File: config.mk
export PLATFORM = sky130hd
export DESIGN_NAME = usec_tick_counter
export DESIGN_NICKNAME = d
export VERILOG_FILES = /design/src/rtl/usec_pkg.sv /design/src/rtl/usec_frac_tick.sv /design/src/rtl/usec_count.sv /design/src/rtl/usec_regs.sv /design/src/rtl/usec_tick_counter.sv
export SDC_FILE = /design/constraint.sdc
export NUM_CORES = 1
export LEC_CHECK = 0
export BUFFER_PORTS_ARGS = -buffer_cell sky130_fd_sc_hd__buf_2
export CAP_MARGIN = 30
export CORE_UTILIZATION = 47
export CTS_CLUSTER_DIAMETER = 200
export DETAILED_ROUTE_END_ITERATION = 10
export GPL_TIMING_DRIVEN = 1
export PLACE_DENSITY = 0.68
export SLEW_MARGIN = 20
export SYNTH_ARGS = -nofsm -noshare
export SYNTH_HDL_FRONTEND = slang
export SYNTH_SLANG_ARGS = --single-unit
File: constraint.sdc
create_clock -name ref_clk -period 8.35 [get_ports ref_clk]
set_input_delay 0.835 -clock ref_clk [delete_from_list [all_inputs] [get_ports ref_clk]]
set_output_delay 0.835 -clock ref_clk [all_outputs]
set_load 0.1 [all_outputs]
File: src/rtl/usec_pkg.sv
package usec_pkg;
  localparam int ADDR_W  = 8;
  localparam int DATA_W  = 32;
  localparam int CNT_W   = 32;
  localparam int FRAC_W  = 8;
  localparam int CFG_W   = 2 * FRAC_W;
  localparam logic [ADDR_W-1:0] OFS_COUNT = 8'h10;
  localparam logic [ADDR_W-1:0] OFS_SCALE = 8'h14;

  typedef struct packed {
    logic [FRAC_W-1:0] num_m1;
    logic [FRAC_W-1:0] den_m1;
  } scale_cfg_t;
endpackage

File: src/rtl/usec_frac_tick.sv
module usec_frac_tick #(
  parameter int FRAC_W = 8
) (
  input  logic              clk,
  input  logic              rst,
  input  logic              clr,
  input  logic [FRAC_W-1:0] num_m1,
  input  logic [FRAC_W-1:0] den_m1,
  output logic              tick
);
  localparam int ACC_W = FRAC_W + 2;

  logic [ACC_W-1:0] acc, num, den, sum, rem;
  logic             hit;

  always_comb begin
    num  = {2'b00, num_m1} + ACC_W'(1);
    den  = {2'b00, den_m1} + ACC_W'(1);
    sum  = acc + num;
    hit  = (sum >= den);
    rem  = sum - den;
    tick = hit && !clr;
  end

  always_ff @(posedge clk) begin
    if (rst || clr)   acc <= '0;
    else if (hit)     acc <= (rem >= den) ? '0 : rem;
    else              acc <= sum;
  end

  // the remainder never reaches the divisor, so at most one tick per cycle
  a_r5_acc_below_divisor: assert property (@(posedge clk) disable iff (rst)
    acc < den);
  // unit ratio ticks on every cycle that is not a scaling write
  a_r4_unit_ratio_every_cycle: assert property (@(posedge clk) disable iff (rst)
    (num_m1 == '0 && den_m1 == '0 && !clr) |-> tick);
  // a scaling write leaves the accumulator empty
  a_r6_clear_empties_acc: assert property (@(posedge clk) disable iff (rst)
    clr |=> acc == '0);
endmodule

File: src/rtl/usec_count.sv
module usec_count #(
  parameter int CNT_W = 32
) (
  input  logic             clk,
  input  logic             rst,
  input  logic             step,
  output logic [CNT_W-1:0] count
);
  always_ff @(posedge clk) begin
    if (rst)       count <= '0;
    else if (step) count <= count + CNT_W'(1);
  end

  // one step per tick, wrapping modulo 2^CNT_W
  a_r1_step_by_one: assert property (@(posedge clk) disable iff (rst)
    step |=> count == $past(count) + CNT_W'(1));
  a_r1_hold_without_tick: assert property (@(posedge clk) disable iff (rst)
    !step |=> $stable(count));
endmodule

File: src/rtl/usec_regs.sv
module usec_regs
  import usec_pkg::*;
(
  input  logic              clk,
  input  logic              rst,
  input  logic              wr,
  input  logic              rd,
  input  logic [ADDR_W-1:0] addr,
  input  logic [DATA_W-1:0] wdata,
  input  logic [CNT_W-1:0]  count,
  output scale_cfg_t        cfg,
  output logic              cfg_wr,
  output logic [DATA_W-1:0] rdata
);
  logic [DATA_W-1:0] rd_sel;

  assign cfg_wr = wr && (addr == OFS_SCALE);

  always_comb begin
    unique case (addr)
      OFS_COUNT: rd_sel = DATA_W'(count);
      OFS_SCALE: rd_sel = DATA_W'(cfg);
      default:   rd_sel = '0;
    endcase
  end

  always_ff @(posedge clk) begin
    if (rst) begin
      cfg   <= '0;
      rdata <= '0;
    end else begin
      if (cfg_wr) cfg <= scale_cfg_t'(wdata[CFG_W-1:0]);
      rdata <= rd ? rd_sel : '0;
    end
  end

  // only the scaling offset can change the scaling register
  a_r7_cfg_only_by_own_write: assert property (@(posedge clk) disable iff (rst)
    !cfg_wr |=> $stable(cfg));
  // unmapped reads and idle cycles return zero
  a_r9_unmapped_reads_zero: assert property (@(posedge clk) disable iff (rst)
    (rd && addr != OFS_COUNT && addr != OFS_SCALE) |=> rdata == '0);
  a_r9_idle_reads_zero: assert property (@(posedge clk) disable iff (rst)
    !rd |=> rdata == '0);
endmodule

File: src/rtl/usec_tick_counter.sv
module usec_tick_counter
  import usec_pkg::*;
(
  input  logic              ref_clk,
  input  logic              rst,
  input  logic              reg_wr,
  input  logic              reg_rd,
  input  logic [ADDR_W-1:0] reg_addr,
  input  logic [DATA_W-1:0] reg_wdata,
  output logic [DATA_W-1:0] reg_rdata
);
  scale_cfg_t       cfg;
  logic             cfg_wr;
  logic             tick;
  logic [CNT_W-1:0] count;

  usec_regs u_regs (
    .clk    (ref_clk),
    .rst    (rst),
    .wr     (reg_wr),
    .rd     (reg_rd),
    .addr   (reg_addr),
    .wdata  (reg_wdata),
    .count  (count),
    .cfg    (cfg),
    .cfg_wr (cfg_wr),
    .rdata  (reg_rdata)
  );

  usec_frac_tick #(.FRAC_W(FRAC_W)) u_tick (
    .clk    (ref_clk),
    .rst    (rst),
    .clr    (cfg_wr),
    .num_m1 (cfg.num_m1),
    .den_m1 (cfg.den_m1),
    .tick   (tick)
  );

  usec_count #(.CNT_W(CNT_W)) u_count (
    .clk   (ref_clk),
    .rst   (rst),
    .step  (tick),
    .count (count)
  );

  // the count does not move across a scaling write
  a_r6_write_cycle_holds_count: assert property (@(posedge ref_clk) disable iff (rst)
    cfg_wr |=> count == $past(count));
  // reset leaves everything at zero
  a_r8_reset_clears: assert property (@(posedge ref_clk)
    rst |=> (count == '0 && cfg == '0 && reg_rdata == '0));
endmodule

[Word level (Yosys, flattened, before mapping)]
Index checks and enable logic that the tools add are counted.
Word-level totals
  register bits after elaboration: 90
  input port bits: 44
  output and inout port bits: 32
  logic and storage cells: 23
Operators by class
  add/sub/neg operators: 5
  magnitude comparators: 2
  equality and inequality tests: 2
  multiplexer cells: 3
  bitwise logic cells: 1
  reduce and logical (&&, ||, !) cells: 5
Operators by type and width (count)
  $pmux 32 s2: 1
  $add 32x1->32 const B: 1
  $ge 10x10->1: 2
  $mux 10: 2
  $add 8x1->9 const B: 2
  $eq 8x5->1 const B: 2
  $add 10x10->10: 1
  $sub 10x10->10: 1
  $logic_and 1x1->1: 2
  $reduce_or 2->1: 1
  $logic_not 1->1: 1
  $logic_or 1x1->1: 1
  $not 1->1: 1

[Depth between registers and ports, before layout]
  word-level depth: 6
  mapped depth: 19
  depth with buffers taken out: 18

[By module]
From an unflattened synthesis, not the netlist that was laid out.
Second synthesis, totals
  cell total of the unflattened synthesis: 522
  area, all modules: 4810.9 µm²
By module, submodules not included
  usec_regs: times used 1, cells each 161, area each 1771.7 µm², sequential area each 960.9 µm²
  usec_count: times used 1, cells each 181, area each 1564.0 µm², sequential area each 640.6 µm²
  usec_frac_tick: times used 1, cells each 180, area each 1475.2 µm², sequential area each 200.2 µm²

[Worst setup path after synthesis]
Ideal clock, no wire load.
  kind: flip-flop to flip-flop
  start point: reg, netlist name u_regs.cfg[8]
  end point: reg u_tick.acc[1]
  setup time: 0.117 ns
  data arrival time: 3.654 ns
  required time: 8.233 ns
  setup slack: 4.580 ns
  cell stages (with the launch flop): 19
  path buffers: 1
  period minus slack after synthesis: 3.770 ns
  cells stage by stage: dfxtp_1 -> ha_1 -> nand3_1 -> xnor2_1 -> ha_1 -> o211ai_1 -> o21ai_0 -> xor2_1 -> ha_1 -> or2_2 -> a21oi_1 -> a31oi_1 -> xor2_1 -> ha_1 -> o21a_1 -> o21ai_0 -> and4_1 -> buf_2 -> a22o_1
On the way
  word-level cells in the longest chain between the ends: 6
  elaborated cells on any way between the ends: 7
  classes of those cells: add/sub (3); order compare (2); mux (2)
Ends and longest elaborated chain
  $add 8x1->9 *: line usec_frac_tick.sv:17  | num = {2'b00, num_m1} + ACC_W'(1);
  $add 10x10->10 *: line usec_frac_tick.sv:19  | sum = acc + num;
  $sub 10x10->10: line usec_frac_tick.sv:21  | rem = sum - den;
  $ge 10x10->1: line usec_frac_tick.sv:27  | else if (hit) acc <= (rem >= den) ? '0 : rem;
  $mux 10: line usec_frac_tick.sv:27
  $mux 10 *: line usec_frac_tick.sv:27
  end signal: assignment: line usec_frac_tick.sv:27
  end signal: assignment: line usec_frac_tick.sv:28  | else acc <= sum;
  end: declaration: line usec_frac_tick.sv:13  | logic [ACC_W-1:0] acc, num, den, sum, rem;
Mark *: on every way between the ends. The rest lies on a longest branch, timed or not.
A chain may end at the register's enable or synchronous reset.

[Final worst setup path]
  start point: reg, netlist name u_regs.cfg[8]
  end point: reg u_count.count[8]
On the way
  word-level cells in the longest chain between the ends: 4
Ends and longest elaborated chain
  $add 8x1->9: line usec_frac_tick.sv:17
  $add 10x10->10: line usec_frac_tick.sv:19
  $ge 10x10->1: line usec_frac_tick.sv:20  | hit = (sum >= den);
  $logic_and 1x1->1: line usec_frac_tick.sv:22  | tick = hit && !clr;
  end signal: assignment: line usec_count.sv:11  | else if (step) count <= count + CNT_W'(1);
  end: declaration: line usec_count.sv:7  | output logic [CNT_W-1:0] count
No other way between the ends.

==> metrics <==
status completed; gr ovfl total 0; clock slew at reported path FFs ~0.10 ns; Worst Reg-to-Reg Cells 16; Worst-Skew Late Latency 0.37 ns; syn_nets just over 600; diode count 0; Worst setup SP type register; Post-synth EDFFs 0; initial antenna violation count 0; Hold Violations, Final 0; first-pass GRT wire length 17500 um; Mapped Area approximately 4800 sq um; H-Tree Level Count 3; DRC 0; WL per Instance 14.5 um; CP Capture Type register; worst path bufs/invs 0; unique cell type count in the Yosys netlist 70; utilization after layout a little over half; Via density approximately 5.5; min-delay src u_count.count[31]; hold depth 1; Die ar. 10500 sq um; final setup violation count 0; die width around 100 um; power density cells between 100 and 150 nW/um^2; Synth Flop Type dfxtp_1; total I/O pin count between 70 and 80; Yosys top cell area share between 30% and 40%; Seq/Total Area, Yosys 37.8%; port buffer count 59; CTS Hold Bufs 0; Hold Path End u_regs.rdata[31]; Worst slew margin approximately 37%; R2R Setup Slk about 3.8 ns; final wirelength 10700 um; crit-path max cell delay between 0.6 and 0.7 ns; setup ws final roughly 3.8 ns; Synthesis Warnings 0; Clock Path Buffers 2; CP most frequent cell ha_1; Num CTS Buffers 9; routability cong. 0.853; crit path cell chain ha_1 > nand3_1 > xnor2_1 > ha_1 > o211ai_1 > o21ai_0 > xor2_1 > ha_1 > a21oi_1 > o21ai_0 > a21oi_1 > o32ai_2 > o21a_2 > o211ai_2 > nor3_1 > mux2_2; Initial Util roughly half; CTS tree built; Slew Limit Fails 0; Mapped Cells between 500 and 600; Final Cycle Share 54.3%; Detailed Routing Iterations Pass 1 5; Reg2Reg Launch Point u_regs.cfg[8]; placed cells 718; Total Routing Usage GR 21.6%; CP top delay family compound AO/OA/AOI/OAI gates; CP arrival roughly 4.8 ns; Layout area overhead 12.2%; Synth async-reset ratio 0%; DIE HEIGHT 103 um; top post-synthesis cells by area dfxtp_1, ha_1, a21oi_1, nand2_1, xnor2_1; layout cell share with drive strength beyond 1 approximately 17%; post-CTS resize count 0; worst min path class reg2reg; Setup CP Type reg2reg; # fillers approximately 950; Post-DP HPWL a little under 8000 um; Synth area leader dfxtp_1; Cell Rows 36; top-count cell post-synth dfxtp_1; Root Driver clkbuf_8; Max Cap Viol 0; Initial DRC Count 230; post-CTS setup buffer count 0; DP Worst Slack between 3 and 4 ns; antenna viol nets, final 0; measured slew at the worst slew-check pin roughly 0.94 ns; clk_skew around 0.0084 ns; Required @ worst endpoint between 8 and 9 ns; register bit count reported by yosys 90; Critical Path Fanout Max 23; TNS Setup 0 ns; vias in the first global route 3730; slowest CP cell o211ai_2; Max VDD drop 0.101 mV; RSZ-0062 raised after global routing false; Leakage between 0.002 and 0.0025 uW; fin cells about 730; synth cell count leaders dfxtp_1, nand2_1, a21oi_1; FF-to-FF End u_count.count[8]; Via Count between 4000 and 5000; core region area around 9800 sq um; crit path time final about 4.5 ns; largest net degree at the start of global routing 57; Nets just under 700; synthesized area per cell between 8 and 9 sq um; Fmax achieved roughly 0.22 GHz; Clock Sinks 90
cell usage in the layout, fill, tap and decap left out, types with 9 or more instances in the layout:
cell type | Yosys | layout
xor2_1 | 12 | 12
buf_2 | 2 | 59
ha_1 | 32 | 32
inv_1 | 23 | 23
a21oi_1 | 52 | 52
o21ai_0 | 23 | 23
xnor2_1 | 19 | 19
dfxtp_1 | 90 | 90
or3_1 | 14 | 14
a22o_1 | 9 | 9
and2_1 | 16 | 16
a22oi_1 | 16 | 16
nor2_1 | 34 | 34
nand2_1 | 56 | 56
nand3_1 | 20 | 20
and3_1 | 9 | 9
nor3_1 | 13 | 13
clkbuf_8 | 1 | 10
a21o_1 | 9 | 9
worst max-delay path by stage:
stage / from / endpoint / slack [ns] / cells after the start
floorplan: u_regs.cfg[8] / u_tick.acc[1] / 4.58 / 18
global placement: u_regs.cfg[8] / u_count.count[25] / 4.01 / 16
detailed placement: u_regs.cfg[8] / u_count.count[8] / 3.88 / 16
CTS: u_regs.cfg[8] / u_count.count[8] / 3.84 / 16
global route: u_regs.cfg[8] / u_count.count[8] / 3.52 / 16
finish: u_regs.cfg[8] / u_count.count[8] / 3.82 / 16
metal layers:
| metal | GRT usage [%] | vias to the layer above | part of all wire, % |
|---|---|---|---|
| met2 | 35.4 | 79 | 47 |
| met4 | 8.57 | 0 | 1.7 |
| met1 | 28.6 | 1900 | 48 |
| met5 | 0 | - | 0 |
| met3 | 3.19 | 18 | 3.1 |
| li1 | - | 2050 | - |
layout make-up:
class	count	area (sq um)	area share [%]
Clock buffer	10	138	2.57
Clock inverter	6	71.3	1.33
Inverter	23	86.3	1.61
Multi-Input combinational cell	411	2770	51.9
Sequential cell	90	1800	33.7
Tap cell	133	166	3.11
Timing Repair Buffer	61	310	5.80
kinds of logic (layout without fill, tap and decap cells):
family          Yosys count  after routing  synth area share (%)
mux                       4              4                 0.919
buf+inv                  44            100                  4.02
compound gates          144            144                  20.0
flops                    90             90                  37.8
xor+xnor                 31             31                  5.70
other cells               1              1                0.0787
fa+ha+maj                34             34                  9.24
simple gates            197            197                  22.3
power by group:
| group | leakage, uW | total, uW | internal (uW) | switching, uW |
|---|---|---|---|---|
| Sequential | 0.000726 | 433 | 431 | 1.92 |
| Clock | 0.000105 | 318 | 150 | 168 |
| Combinational | 0.00139 | 34.2 | 14.4 | 19.8 |
| Total | 0.00222 | 785 | 595 | 190 |
per-stage QoR:
step                total power, uW  hold WS [ns]  area, sq um
floorplan                       466         0.439         4770
global placement                475         0.462         5140
detailed placement              476         0.478         5140
CTS                             790         0.500         5350
global route                    813         0.512         5350
finish                          785         0.497         5350
sequential cells by signal, indices dropped and copies added, names as in the netlist:
signal	flops
u_count.count	32
u_regs.rdata	32
u_tick.acc	10
u_regs.cfg	16
Note: power is estimated with default switching activity, not from simulation.
